## src/rtl/ser7_pkg.sv

```systemverilog
package ser7_pkg;

  // Which word slot of the current frame the handshake is serving
  typedef enum logic [1:0] {
    SLOT_NONE = 2'd0,
    SLOT_A    = 2'd1,
    SLOT_B    = 2'd2
  } slot_e;

  // Forwarded clock word: high for the first ceil(w/2) bits sent (MSB side).
  function automatic logic [31:0] fwd_clk_word(input int unsigned w);
    logic [31:0] r;
    r = '0;
    for (int unsigned i = 0; i < w; i++) begin
      if (i >= w - (w + 1) / 2) r[i] = 1'b1;
    end
    return r;
  endfunction

endpackage

```

## src/rtl/ser7_frame_timer.sv

```systemverilog
module ser7_frame_timer
  import ser7_pkg::*;
#(
  parameter int unsigned WORD_BITS = 7
) (
  input  logic                          clk,
  input  logic                          rst,
  output logic                          ready,
  output slot_e                         slot,
  output logic                          frame_end,
  output logic [$clog2(WORD_BITS)-1:0]  phase
);
  localparam int unsigned PW = $clog2(WORD_BITS);
  localparam logic [PW-1:0] LAST = PW'(WORD_BITS - 1);
  localparam logic [PW-1:0] MID  = PW'(WORD_BITS / 2);

  logic [PW-1:0] ph_q;
  logic [PW-1:0] ph_nxt;
  logic          rdy_q;

  always_comb begin
    ph_nxt = (ph_q == LAST) ? '0 : ph_q + 1'b1;
  end

  // Phase resets to the last position so the first edge out of reset
  // opens a fresh frame with the slot A pulse.
  always_ff @(posedge clk) begin
    if (rst) begin
      ph_q  <= LAST;
      rdy_q <= 1'b0;
    end else begin
      ph_q  <= ph_nxt;
      rdy_q <= (ph_nxt == '0) || (ph_nxt == MID);
    end
  end

  always_comb begin
    slot = SLOT_NONE;
    if (rdy_q) slot = (ph_q == '0) ? SLOT_A : SLOT_B;
  end

  assign ready     = rdy_q;
  assign frame_end = (ph_q == LAST);
  assign phase     = ph_q;

endmodule

```

## src/rtl/ser7_lane.sv

```systemverilog
module ser7_lane
  import ser7_pkg::*;
#(
  parameter int unsigned WORD_BITS = 7
) (
  input  logic                          clk,
  input  logic                          rst,
  input  slot_e                         slot,
  input  logic                          take,
  input  logic [WORD_BITS-1:0]          word,
  input  logic                          load,
  input  logic [$clog2(WORD_BITS)-1:0]  phase,
  output logic                          q_rise,
  output logic                          q_fall
);
  localparam int unsigned PW = $clog2(WORD_BITS);
  localparam int unsigned FB = 2 * WORD_BITS;

  logic [WORD_BITS-1:0] last_q;
  logic [WORD_BITS-1:0] slot_a_q;
  logic [WORD_BITS-1:0] slot_b_q;
  logic [WORD_BITS-1:0] pick;
  logic [FB-1:0]        frame_q;
  logic [FB-1:0]        frame_d;
  logic [PW:0]          idx_r;
  logic [PW:0]          idx_f;

  assign pick = take ? word : last_q;

  // Send order: frame bit 0 goes first; each word is sent MSB first.
  always_comb begin
    for (int j = 0; j < WORD_BITS; j++) begin
      frame_d[j]             = slot_a_q[WORD_BITS-1-j];
      frame_d[WORD_BITS + j] = slot_b_q[WORD_BITS-1-j];
    end
  end

  assign idx_r = {phase, 1'b0};
  assign idx_f = {phase, 1'b1};

  always_ff @(posedge clk) begin
    if (rst) begin
      last_q   <= '0;
      slot_a_q <= '0;
      slot_b_q <= '0;
      frame_q  <= '0;
      q_rise   <= 1'b0;
      q_fall   <= 1'b0;
    end else begin
      if (take) last_q <= word;
      if (slot == SLOT_A) slot_a_q <= pick;
      if (slot == SLOT_B) slot_b_q <= pick;
      if (load) frame_q <= frame_d;
      q_rise <= frame_q[idx_r];
      q_fall <= frame_q[idx_f];
    end
  end

endmodule

```

## src/rtl/ser7_fwdclk_tx.sv

```systemverilog
module ser7_fwdclk_tx
  import ser7_pkg::*;
#(
  parameter int unsigned LANES     = 4,
  parameter int unsigned WORD_BITS = 7
) (
  input  logic                         clk,
  input  logic                         rst,
  input  logic                         word_valid,
  output logic                         word_ready,
  input  logic [LANES*WORD_BITS-1:0]   word_data,
  output logic [LANES-1:0]             lane_rise,
  output logic [LANES-1:0]             lane_fall,
  output logic                         fclk_rise,
  output logic                         fclk_fall
);
  localparam int unsigned PW = $clog2(WORD_BITS);
  localparam logic [WORD_BITS-1:0] CLK_WORD = WORD_BITS'(fwd_clk_word(WORD_BITS));

  slot_e         slot;
  logic          frame_end;
  logic [PW-1:0] phase;
  logic          take;
  logic          primed;
  logic          load;

  ser7_frame_timer #(.WORD_BITS(WORD_BITS)) u_timer (
    .clk       (clk),
    .rst       (rst),
    .ready     (word_ready),
    .slot      (slot),
    .frame_end (frame_end),
    .phase     (phase)
  );

  assign take = word_ready && word_valid;

  // Nothing is loaded for output until a word has been accepted.
  always_ff @(posedge clk) begin
    if (rst)       primed <= 1'b0;
    else if (take) primed <= 1'b1;
  end

  assign load = frame_end && primed;

  for (genvar g = 0; g < LANES; g++) begin : g_lane
    ser7_lane #(.WORD_BITS(WORD_BITS)) u_lane (
      .clk    (clk),
      .rst    (rst),
      .slot   (slot),
      .take   (take),
      .word   (word_data[g*WORD_BITS +: WORD_BITS]),
      .load   (load),
      .phase  (phase),
      .q_rise (lane_rise[g]),
      .q_fall (lane_fall[g])
    );
  end

  // Clock lane: same path, fed with a constant word in every slot.
  ser7_lane #(.WORD_BITS(WORD_BITS)) u_clk_lane (
    .clk    (clk),
    .rst    (rst),
    .slot   (slot),
    .take   (word_ready),
    .word   (CLK_WORD),
    .load   (load),
    .phase  (phase),
    .q_rise (fclk_rise),
    .q_fall (fclk_fall)
  );

endmodule

```

## config.mk

```make
export PLATFORM = sky130hd
export DESIGN_NAME = ser7_fwdclk_tx
export DESIGN_NICKNAME = d
export VERILOG_FILES = /design/src/rtl/ser7_pkg.sv /design/src/rtl/ser7_frame_timer.sv /design/src/rtl/ser7_lane.sv /design/src/rtl/ser7_fwdclk_tx.sv
export SDC_FILE = /design/constraint.sdc
export NUM_CORES = 1
export LEC_CHECK = 0
export BUFFER_PORTS_ARGS = -buffer_cell sky130_fd_sc_hd__buf_2
export CAP_MARGIN = 20
export CORE_ASPECT_RATIO = 0.9
export CORE_MARGIN = 2
export CORE_UTILIZATION = 55
export CTS_BUF_LIST = sky130_fd_sc_hd__clkbuf_8
export DETAILED_ROUTE_END_ITERATION = 8
export PLACE_DENSITY = 0.75
export SYNTH_ARGS = -nofsm -noshare
export SYNTH_HDL_FRONTEND = slang
export SYNTH_SLANG_ARGS = --single-unit
```

## constraint.sdc

```tcl
create_clock -name clk -period 1.54 [get_ports clk]
set_input_delay 0.231 -clock clk [delete_from_list [all_inputs] [get_ports clk]]
set_output_delay 0.231 -clock clk [all_outputs]
set_load 0.1 [all_outputs]
```

After elaboration in Yosys (flattened, before gate mapping)
Cells that the tools add are included.
Widths: inputs -> output; s select.
{"block": "classes", "reduce_logical": 5, "n_mux": 28, "add_sub_neg": 1, "eq_ne": 4, "n_lt_le_gt_ge": 2}
{"operator": "$mux 7", "count": 5}
{"operator": "$bmux 1 s3", "count": 10}
{"operator": "$lt 4x5->1 const B", "count": 2}
{"operator": "$mux 1", "count": 10}
{"operator": "$logic_not 3->1", "count": 2}
{"operator": "$mux 2", "count": 2}
{"operator": "$add 3x1->3 const B", "count": 1}
{"operator": "$eq 3x2->1 const B", "count": 1}
{"operator": "$eq 3x3->1 const B", "count": 1}
{"operator": "$mux 3", "count": 1}
{"operator": "$eq 2x1->1 const B", "count": 1}
{"operator": "$eq 2x2->1 const B", "count": 1}
{"operator": "$logic_and 1x1->1", "count": 2}
{"operator": "$logic_or 1x1->1", "count": 1}
{"block": "totals", "reg_bits": 190, "wordCells": 73, "out_inout_bits": 11}

Longest topological paths before layout
{"block": "depth", "word_depth": 4, "depth_mapped": 6, "mapped_depth_nobuf": 3}

Hierarchy
Synthesis repeated with hierarchy kept, for this count alone.
{"block": "unflattened", "hier_cells": 679, "area_unflattened_um2": 7144.4}
{"module": "ser7_lane", "cells_each": 131, "n_inst": 5, "area_per_inst_um2": 1386.3}
{"module": "ser7_frame_timer", "cells_each": 17, "n_inst": 1, "area_per_inst_um2": 162.7}
{"module": "ser7_fwdclk_tx", "cells_each": 7, "n_inst": 1, "area_per_inst_um2": 50.0}

Worst setup path after synthesis
Ideal clock, no wire load.
{"block": "synth_timing", "kind": "flip-flop to flip-flop", "start": "register u_timer.rdy_q (netlist: u_timer.ready)", "end": "register g_lane[3].u_lane.slot_a_q[0]", "path_stages_with_launch": 5, "n_path_buf": 2, "path_slack_ps": -518, "required_ps": 1400, "setup_ps": 140, "t_arrival_ps": 1918, "synth_period_minus_slack_ps": 2058, "path_cell_list": "dfxtp_1 > buf_4 > nor4b_4 > buf_4 > a211oi_2"}
{"block": "synth_via", "elab_chain_len": 2, "word_cells_on_any_way": 4, "classes_between": "eq/ne: 1; mux: 2; reduce/logical: 1"}
{"element": "from (decl)", "line_no": "ser7_frame_timer.sv:19", "text": "logic rdy_q;"}
{"element": "from (signal assigned)", "line_no": "ser7_frame_timer.sv:33", "text": "rdy_q <= (ph_nxt == '0) || (ph_nxt == MID);"}
{"element": "$mux 2 or $logic_and 1x1->1 (tied branches)", "line_no": "ser7_frame_timer.sv:39, ser7_fwdclk_tx.sv:36"}
{"element": "$eq 2x1->1 or $mux 7 (tied branches)"}
{"element": "to (signal assigned)", "line_no": "ser7_lane.sv:51", "text": "if (slot == SLOT_A) slot_a_q <= pick;"}
{"element": "to (decl)", "line_no": "ser7_lane.sv:20", "text": "logic [WORD_BITS-1:0] slot_a_q;"}
Parallel ways exist; a longest one is shown, timed or not.
A chain may end at the register's enable or synchronous reset.

Final worst setup path
{"block": "layout_timing", "start": "register g_lane[3].u_lane.q_rise", "end": "output lane_rise[3]"}
{"element": "from (decl)", "line_no": "ser7_lane.sv:13", "text": "output logic q_rise,"}
{"element": "from (signal assigned)", "line_no": "ser7_lane.sv:54", "text": "q_rise <= frame_q[idx_r];"}
{"element": "to (decl)", "line_no": "ser7_fwdclk_tx.sv:12", "text": "output logic [LANES-1:0] lane_rise,"}
No word-level cell between the ends.

==> flow_metrics.env <==
export IMPL_whs_path_depth=3
export IMPL_tightest_slew_ns=0.610
export IMPL_reg2reg_depth=4
export IMPL_drc=0
export IMPL_crit_path_end_kind="output pin"
export IMPL_clockBufferDepth=2
export IMPL_die_y_um=111
export IMPL_io_pins=42
export IMPL_hp_start="word_data[14]"
export IMPL_r2r_slack_ns=0.11
export IMPL_core_area_sq_um=12200
export IMPL_async_flop_share_pct=0
export IMPL_hold_path_class="primary input to register"
export IMPL_synth_area_leaders="dfxtp_1 53%, nand2_1 8.1%, nor2_1 5.8%"
export IMPL_htreeDepth=4
export IMPL_antenna_cells=0
export IMPL_status="completed"
export IMPL_cap_violations=0
export IMPL_clkTransAtPathRegs_ns=0.09
export IMPL_syn_to_final_growth_pct=11.9
export IMPL_numClockSinks=183
export IMPL_floorplan_die_area_sq_um=13500
export IMPL_slew_violations=0
export IMPL_placementRows=38
export IMPL_port_buffers=41
export IMPL_grt_pass1_wl_mm=23.6
export IMPL_yosysSeqAreaShare_pct=52.9
export IMPL_reg2reg_from="u_timer.phase[2]"
export IMPL_crit_buf_inv=1
export IMPL_avgSynthCellArea_sq_um=9.29
export IMPL_cpMaxStageDelayCell="buf_2"
export IMPL_first_pass_iters=4
export IMPL_drive_above_1_share_pct=19.7
export IMPL_synth_ff_type="dfxtp_1"
export IMPL_grt_pass1_vias=5037
export IMPL_hold_buffers=0
export IMPL_finClkSkew_ns=0.00990
export IMPL_num_vias=5077
export IMPL_cts_repair_resized=4
export IMPL_power_density_nw_per_um2=1220
export IMPL_dpl_cell_count=913
export IMPL_slew_headroom_pct=59.3
export IMPL_synth_cell_type_count=32
export IMPL_yosysTopAreaCell="dfxtp_1"
export IMPL_wl_per_cell_um=14.6
export IMPL_antenna_found_initial=0
export IMPL_dp_hpwl_mm=9.39
export IMPL_synthCells=746
export IMPL_crit_family="buffers and inverters"
export IMPL_fin_crit_sh_pct=96.0
export IMPL_crit_chain="buf_2"
export IMPL_max_freq_mhz=676
export IMPL_cp_arrival_ns=1.25
export IMPL_p_leak_nw=2.95
export IMPL_cts_setup_buffers=0
export IMPL_vdd_ir_drop_max_mv=0.639
export IMPL_root_buffer="clkbuf_8"
export IMPL_setup_violations=0
export IMPL_grt_max_degree=72
export IMPL_cts_tree="done"
export IMPL_synth_warnings=0
export IMPL_worstPathMaxFanout=1
export IMPL_crit_required_ns=1.31
export IMPL_gp_congestion=0.787
export IMPL_hold_end="g_lane[2].u_lane.last_q[0]"
export IMPL_drt_vias_per_instance=5.37
export IMPL_finalHoldViolations=0
export IMPL_rsz0062_at_grt="no"
export IMPL_instances_no_fill=945
export IMPL_drt_iter0_drc=476
export IMPL_ant_nets=0
export IMPL_initial_core_util_pct=56.9
export IMPL_dieWidth_um=122
export IMPL_syn_nets=777
export IMPL_synth_edf_count=0
export IMPL_wirelength_mm=13.8
export IMPL_cts_made_buffers=17
export IMPL_fin_nets=803
export IMPL_clock_latency_ns=0.46
export IMPL_worstReg2RegEnd="g_lane[0].u_lane.slot_a_q[5]"
export IMPL_critical_path_class="register to output pin"
export IMPL_slowest_delay_ns=0.43
export IMPL_synth_top_area_share_pct=52.9
export IMPL_startpoint_type="register"
export IMPL_grt_ovfl_total=0
export IMPL_finalSetupTns_ns=0
export IMPL_ys_ff_latch=183
export IMPL_n_fill_cell=999
export IMPL_period_needed_ns=1.48
export IMPL_grtUsageTotal_pct=21.9
export IMPL_syn_area_sq_um=6930
==> logic make-up (layout without fill, tap and decap cells) <==
| logic type | Yosys count | after routing | share of synthesized area (%) |
|---|---|---|---|
| buf+inv | 83 | 122 | 6.64 |
| flops | 183 | 183 | 52.9 |
| simple gates | 272 | 272 | 15.8 |
| compound gates | 160 | 160 | 17.0 |
| mux | 48 | 48 | 7.73 |
==> worst reg2reg max path, stage by stage (launching register included) <==
cell,delay (ns)
dfxtp_2,0.37
nor4b_4,0.39
buf_12,0.27
nor2_1,0.12
a211oi_2,0.20
==> worst max-delay path by stage <==
stage                                  startpoint                            to  slack (ns)  cells past startpoint
after floorplan                     u_timer.ready  g_lane[2].u_lane.slot_a_q[0]       -0.01                      4
after global placement           u_timer.phase[2]  g_lane[3].u_lane.slot_a_q[4]        0.07                      4
after detailed placement         u_timer.phase[1]  g_lane[3].u_lane.slot_b_q[1]       -0.03                      5
after CTS                        u_timer.phase[0]  g_lane[3].u_lane.slot_b_q[1]        0.02                      5
after global routing             u_timer.phase[2]  g_lane[0].u_lane.slot_a_q[5]        0.02                      4
final                     g_lane[3].u_lane.q_rise                  lane_rise[3]        0.06                      1
==> sequential cells by signal, indices dropped and copies added, names as in the netlist <==
register and cells:
g_lane.u_lane.frame_q 56, g_lane.u_lane.last_q 28, g_lane.u_lane.q_fall 4, g_lane.u_lane.q_rise 4, g_lane.u_lane.slot_a_q 28, g_lane.u_lane.slot_b_q 28, primed 1, u_clk_lane.frame_q 14
u_clk_lane.q_fall 1, u_clk_lane.q_rise 1, u_clk_lane.slot_a_q 7, u_clk_lane.slot_b_q 7, u_timer.phase 3, u_timer.ready 1
==> layer usage <==
| layer | GRT usage [%] | vias up | wire length (um) | share of wire (%) |
|---|---|---|---|---|
| met3 | 4.39 | 21 | 407 | 3.0 |
| met5 | 0 | - | 0 | 0 |
| met2 | 35.5 | 70 | 6830 | 50 |
| met4 | 8.66 | 0 | 255 | 1.8 |
| met1 | 28.6 | 2427 | 6300 | 46 |
| li1 | - | 2559 | - | - |
==> cell usage after synthesis (7+ instances only) <==
cell type  instances
dfxtp_1          183
nand2_1          149
nor2_1           107
a21oi_1           78
mux2i_1           40
a211oi_1          29
a211oi_2          28
clkbuf_1          23
buf_4             20
buf_2             17
inv_1             14
buf_6              7
==> power breakdown <==
group / total, mW / leakage (nW) / internal [mW] / switching (mW)
Clock: 3.26 / 0.196 / 1.63 / 1.63
Combinational: 1.16 / 1.27 / 0.420 / 0.739
Sequential: 5.06 / 1.49 / 4.94 / 0.120
Total: 9.47 / 2.95 / 6.98 / 2.49
==> placed cells by master, fill, tap and decap left out, drive strengths merged, types with 14 or more instances in the layout <==
cell	count
nor2	107
a21oi	78
a211oi	57
inv	14
nand2	150
mux2i	40
dfxtp	183
buf	76
clkbuf	18
==> cell type report <==
| type | instances | area (sq um) | area share, % |
|---|---|---|---|
| flip-flops and latches | 183 | 3670 | 47.3 |
| multi-input cells | 480 | 2820 | 36.4 |
| repair buffers | 76 | 604 | 7.79 |
| clock buffers | 18 | 248 | 3.20 |
| well taps | 160 | 200 | 2.58 |
| clock inverters | 14 | 158 | 2.03 |
| inverters | 14 | 52.6 | 0.678 |
==> through the flow <==
| step | setup slack, ns | total power [mW] | util [%] | hold slack (ns) | cell area (sq um) |
|---|---|---|---|---|---|
| floorplan | -0.0135 | 6.02 | - | 0.374 | 6950 |
| global placement | 0.0700 | 6.28 | 60.2 | 0.435 | 7330 |
| detailed placement | -0.0278 | 6.32 | 60.2 | 0.447 | 7330 |
| CTS | 0.0192 | 9.54 | 63.6 | 0.0497 | 7740 |
| global route | 0.0186 | 9.85 | 63.7 | 0.0708 | 7750 |
| finish | 0.0617 | 9.47 | 63.7 | 0.0711 | 7750 |
No activity file was read; power rests on OpenSTA's default activity.
